[src/rtl/irq_nest_pkg.sv]
package irq_nest_pkg;
  typedef enum logic {
    LVL_LO = 1'b0,
    LVL_HI = 1'b1
  } lvl_e;
endpackage

[src/rtl/irq_sample.sv]
// Registers the enabled pending lines and splits them by level.
module irq_sample #(
  parameter int NSRC = 8
) (
  input  logic                       clk,
  input  logic                       rst,
  input  logic [NSRC-1:0]            req,
  input  logic [NSRC-1:0]            en,
  input  logic [NSRC-1:0]            lvl,
  input  logic                       glb_en,
  output logic [1:0][NSRC-1:0]       pend
);
  logic [NSRC-1:0] live;

  assign live = req & en & {NSRC{glb_en}};

  always_ff @(posedge clk) begin
    if (rst) begin
      pend <= '0;
    end else begin
      pend[0] <= live & ~lvl;
      pend[1] <= live & lvl;
    end
  end
endmodule

[src/rtl/irq_pick.sv]
// Fixed-order picker: the lowest set index wins.
module irq_pick #(
  parameter int NSRC  = 8,
  parameter int IDX_W = 3
) (
  input  logic [NSRC-1:0]  vec,
  output logic             hit,
  output logic [IDX_W-1:0] idx
);
  always_comb begin
    hit = 1'b0;
    idx = '0;
    for (int i = NSRC - 1; i >= 0; i--) begin
      if (vec[i]) begin
        hit = 1'b1;
        idx = IDX_W'(i);
      end
    end
  end
endmodule

[src/rtl/irq_insvc.sv]
// Two-entry in-service record: set on call acceptance, unwound on return.
module irq_insvc (
  input  logic clk,
  input  logic rst,
  input  logic take,
  input  logic take_hi,
  input  logic ret,
  output logic act_hi,
  output logic act_lo
);
  always_ff @(posedge clk) begin
    if (rst) begin
      act_hi <= 1'b0;
      act_lo <= 1'b0;
    end else if (take) begin
      if (take_hi) act_hi <= 1'b1;
      else         act_lo <= 1'b1;
    end else if (ret) begin
      if (act_hi) act_hi <= 1'b0;
      else        act_lo <= 1'b0;
    end
  end


  take_sets_flag_chk: assert property (@(posedge clk) disable iff (rst)
    take |=> (take_hi ? act_hi : act_lo));


  ret_pops_hi_chk: assert property (@(posedge clk) disable iff (rst)
    (ret && !take && act_hi) |=> (!act_hi && $stable(act_lo)));


  ret_pops_lo_chk: assert property (@(posedge clk) disable iff (rst)
    (ret && !take && !act_hi) |=> (!act_lo && !act_hi));
endmodule

[src/rtl/irq_nest_ctrl.sv]
module irq_nest_ctrl #(
  parameter int NSRC  = 8,
  parameter int IDX_W = (NSRC > 1) ? $clog2(NSRC) : 1
) (
  input  logic             clk,
  input  logic             rst,
  input  logic [NSRC-1:0]  irq_req,
  input  logic [NSRC-1:0]  irq_en,
  input  logic [NSRC-1:0]  irq_lvl,
  input  logic             glb_en,
  input  logic             cpu_boundary,
  input  logic             cpu_ack,
  input  logic             cpu_reti,
  output logic             call_req,
  output logic [IDX_W-1:0] call_idx,
  output logic             call_hi,
  output logic             insvc_hi,
  output logic             insvc_lo
);
  import irq_nest_pkg::*;

  localparam int NLVL = 2;

  logic [NLVL-1:0][NSRC-1:0]  pend;
  logic [NLVL-1:0]            lv_hit;
  logic [NLVL-1:0][IDX_W-1:0] lv_idx;
  logic                       hi_ok, lo_ok, win_ok, issue, take;
  logic [IDX_W-1:0]           win_idx;
  lvl_e                       win_lvl, call_lvl;

  irq_sample #(.NSRC(NSRC)) u_sample (
    .clk    (clk),
    .rst    (rst),
    .req    (irq_req),
    .en     (irq_en),
    .lvl    (irq_lvl),
    .glb_en (glb_en),
    .pend   (pend)
  );

  for (genvar g = 0; g < NLVL; g++) begin : g_lvl
    irq_pick #(.NSRC(NSRC), .IDX_W(IDX_W)) u_pick (
      .vec (pend[g]),
      .hit (lv_hit[g]),
      .idx (lv_idx[g])
    );
  end

  // Eligibility: high blocked only by high; low blocked by either level
  // and by any pending high request.
  assign hi_ok   = lv_hit[1] && !insvc_hi;
  assign lo_ok   = lv_hit[0] && !lv_hit[1] && !insvc_hi && !insvc_lo;
  assign win_ok  = hi_ok || lo_ok;
  assign win_idx = hi_ok ? lv_idx[1] : lv_idx[0];
  assign win_lvl = hi_ok ? LVL_HI : LVL_LO;

  // Calls start only at a boundary that is not the end of a return.
  assign issue = cpu_boundary && !cpu_reti && !call_req && win_ok;
  assign take  = cpu_ack && call_req;

  always_ff @(posedge clk) begin
    if (rst) begin
      call_req <= 1'b0;
      call_idx <= '0;
      call_lvl <= LVL_LO;
    end else if (issue) begin
      call_req <= 1'b1;
      call_idx <= win_idx;
      call_lvl <= win_lvl;
    end else if (take) begin
      call_req <= 1'b0;
    end
  end

  assign call_hi = (call_lvl == LVL_HI);

  irq_insvc u_insvc (
    .clk     (clk),
    .rst     (rst),
    .take    (take),
    .take_hi (call_hi),
    .ret     (cpu_reti),
    .act_hi  (insvc_hi),
    .act_lo  (insvc_lo)
  );


  call_hold_chk: assert property (@(posedge clk) disable iff (rst)
    (call_req && !cpu_ack) |=> (call_req && $stable(call_idx) && $stable(call_hi)));


  hi_no_preempt_chk: assert property (@(posedge clk) disable iff (rst)
    insvc_hi |=> !$rose(call_req));


  ret_gap_chk: assert property (@(posedge clk) disable iff (rst)
    cpu_reti |=> !$rose(call_req));


  boundary_only_chk: assert property (@(posedge clk) disable iff (rst)
    !cpu_boundary |=> !$rose(call_req));


  hi_first_chk: assert property (@(posedge clk) disable iff (rst)
    ($rose(call_req) && !call_hi) |-> ($past(pend[1]) == '0));
endmodule

[config.mk]
export PLATFORM = sky130hd
export DESIGN_NAME = irq_nest_ctrl
export DESIGN_NICKNAME = d
export VERILOG_FILES = /design/src/rtl/irq_nest_pkg.sv /design/src/rtl/irq_sample.sv /design/src/rtl/irq_pick.sv /design/src/rtl/irq_insvc.sv /design/src/rtl/irq_nest_ctrl.sv
export SDC_FILE = /design/constraint.sdc
export NUM_CORES = 1
export LEC_CHECK = 0
export BUFFER_PORTS_ARGS = -buffer_cell sky130_fd_sc_hd__buf_2
export CORE_ASPECT_RATIO = 1.4
export CORE_MARGIN = 2
export CORE_UTILIZATION = 48
export DETAILED_ROUTE_END_ITERATION = 7
export PLACE_DENSITY = 0.88
export REMOVE_ABC_BUFFERS = 1
export SLEW_MARGIN = 20
export SYNTH_ARGS = -nofsm -noshare
export SYNTH_HDL_FRONTEND = slang
export SYNTH_HIERARCHICAL = 1
export SYNTH_SLANG_ARGS = --single-unit
[constraint.sdc]
create_clock -name clk -period 1.59 [get_ports clk]
set_input_delay 0.0795 -clock clk [delete_from_list [all_inputs] [get_ports clk]]
set_output_delay 0.0795 -clock clk [all_outputs]
set_load 0.01 [all_outputs]
==> results by group <==
Clock tree
  – Clock sinks: 23
  – Clk_lat worst skew: 0.31 ns
  – Clk slew on worst S/H paths: 0.11 ns
  – CTS tree: built
  – # Post-CTS Setup Buffers: 0
  – CTS Buf Count: 3
  – Root Driver: clkbuf_4
  – CTS Buffer Depth: 2
  – H-tree depth: 1

Outcome
  – Status: finished, final reports clean

Setup path
  – Critical Path AT: 1.72 ns
  – CP peak stage delay: 0.35 ns
  – Worst setup EP type: flop
  – Crit-path cells: nor4_2 > nand2_1 > o21a_4 > nand2b_1 > a21oi_1
  – Worst-path maximum fanout: 8
  – WP data required: 1.84 ns
  – Worst setup SP type: flop
  – Slowest CP cell: dfxtp_1
  – Critical path type: flop to flop

GRT
  – Vias in the first global route: 901
  – GRT Overall Usage: 0.1863
  – Largest net degree at the start of global routing: 23
  – Initial antenna violation count: 0
  – First-pass GRT wire length: 3.615 mm
  – Gr ovfl total: 0

Yosys
  – Synth async-reset ratio: 0
  – Synth warnings: 6
  – Cells after Synth: 107
  – Top FF cell, synth: dfxtp_1
  – Avg Inst Size Synth: 10.03 um^2
  – Yosys reg bits: 23
  – EDFF count, synth: 0
  – Sequential element share of the synthesized area: 0.4289
  – Post-synth cell types: 26
  – Mapped Area: 1074 um^2

Die
  – IO Pins: 37
  – Cell row count: 20
  – Die Ht: 59.96 um
  – Core area: 2152 um^2
  – Die width: 43.97 um
  – Die Area: 2636 um^2
  – Initial Utilization: 0.4988

Pwr
  – P_leak: 0.5940 nW
  – Pwr Density: 743.6 nW/um^2
  – Max IR drop VDD: 0.0005580 V

Hold path
  – Min-Delay Path Class: primary input to flop

Final layout
  – Area grow syn2layout: 29.37%
  – Fin area: 1389 um^2
  – Most frequent cells in the layout: buf_2 (36), dfxtp_1 (23), nor2_1 (14)
  – Fillers: 173
  – Nets: 184
  – Most common cell after layout, fill and taps aside: buf_2
  – ANT cells: 0
  – Ratio of cells with drive above 1 in the final layout: 0.3856

Placed design
  – Port Buf Inserts: 36
  – Placed inst area: 1262 um^2
  – DP HPWL: 1.697 mm
  – Setup Slack @ Placement: 0.09599 ns
  – Routability Congestion: 0.7742

STA
  – Unrepaired setup endpoints after global routing: no
  – Fmax: 679.9 MHz
  – Final setup margin: 0.1193 ns
  – Tcrit/Tclk final: 0.9250
  – Tmin final: 1.471 ns
  – Worst relative slew slack: 0.7137
  – TNS Setup: 0 ns
  – Setup violators final: 0
  – Clock skew: 0.002919 ns
  – Slew @ Worst Pin: 0.4295 ns
  – Pins over their slew limit: 0
  – Final hold vios: 0

Run
  – Max-cap violations: 0

Routing
  – Routed WL per cell: 13.03 um
  – DRT Wirelength: 2.280 mm
  – Post-route DRC: 0
  – Initial DRC Count: 32
  – Vias after detailed routing: 948
  – Drt first pass iters: 4
  – Count of antenna-violating nets left after detailed routing: 0
  – Vias per inst: 5.417
==> cell type report <==
class / count / area, um^2 / share of cell area
Tap cell: 22 / 27.53 / 0.01982
Sequential cell: 23 / 460.4 / 0.3315
Multi-Input combinational cell: 75 / 588.1 / 0.4234
Inverter: 7 / 26.28 / 0.01892
Clock buffer: 4 / 26.28 / 0.01892
Timing Repair Buffer: 44 / 260.3 / 0.1874
==> report_power, final <==
part	switching, mW	internal, mW	total (mW)
sequential	0.0131	0.591	0.604
clock	0.161	0.0980	0.259
combinational	0.0765	0.0929	0.169
==> cell families after synthesis <==
kind of cell | synth area share
multiplexers | 0.02797
AND/OR/NAND/NOR | 0.3730
AO/OA/AOI/OAI | 0.1282
flip-flops | 0.4289
buffers and inverters | 0.04196
==> cell usage after synthesis (all sizes together) (2+ instances only) <==
cell type	number	area, um^2
nand2	9	36.29
nor2	14	52.55
o41ai	2	17.52
nor4	4	37.53
buf	2	18.77
dfxtp	23	460.4
nor4b	6	98.84
o21bai	2	15.01
and4bb	4	50.05
mux2i	3	30.03
inv	7	26.28
nand4b	3	26.28
nor2b	8	50.05
o21ai	2	10.01
a21oi	4	20.02
nand2b	4	25.02
a211oi	5	37.54
==> state kept, by name (all words and copies together) (netlist names) <==
name / count
u_insvc/act_hi: 1
call_hi: 1
u_sample/pend: 16
call_req: 1
call_idx: 3
u_insvc/act_lo: 1
==> final timing paths <==
path,startpoint,end,slack (ns),cells after the start
min reg2reg,call_idx[0],call_idx[0],0.51,2
max,u_sample/pend[13],call_hi,0.12,5
max reg2reg,u_sample/pend[13],call_hi,0.12,5
min,irq_en[6],u_sample/pend[6],0.03,3
==> what timing repair did <==
action                                  CTS  global route
endpoints found under the setup margin    0             4
gates resized for setup                   0             3
hold endpoints to repair                 11             0
hold buffers                              8             0
==> worst max-delay path, delay by kind of cell (launching register included) <==
kind             cells  cell delay [ns]
flip-flops           1             0.35
AO/OA/AOI/OAI        2             0.42
AND/OR/NAND/NOR      3             0.65
==> through the flow <==
| step | cells | hold slack (ns) | power [mW] | utilization |
|---|---|---|---|---|
| finish | 175 | 0.02755 | 1.033 | 0.6453 |
| detailed placement | 163 | 0.2579 | 0.7671 | 0.5866 |
| global placement | 163 | 0.2550 | 0.7591 | 0.5866 |
| global route | 175 | 0.02755 | 1.072 | 0.6453 |
| floorplan | 105 | 0.1486 | 0.6938 | - |
| CTS | 175 | 0.02652 | 1.031 | 0.6360 |
==> routing by layer <==
layer	wire length, um	track usage	vias up
li1	-	-	473
met1	828	0.1857	443
met2	1314	0.3571	28
met3	90	0.02719	4
met4	47	0.09957	0
met5	0	0	-
No activity file was read; power rests on OpenSTA's default activity.
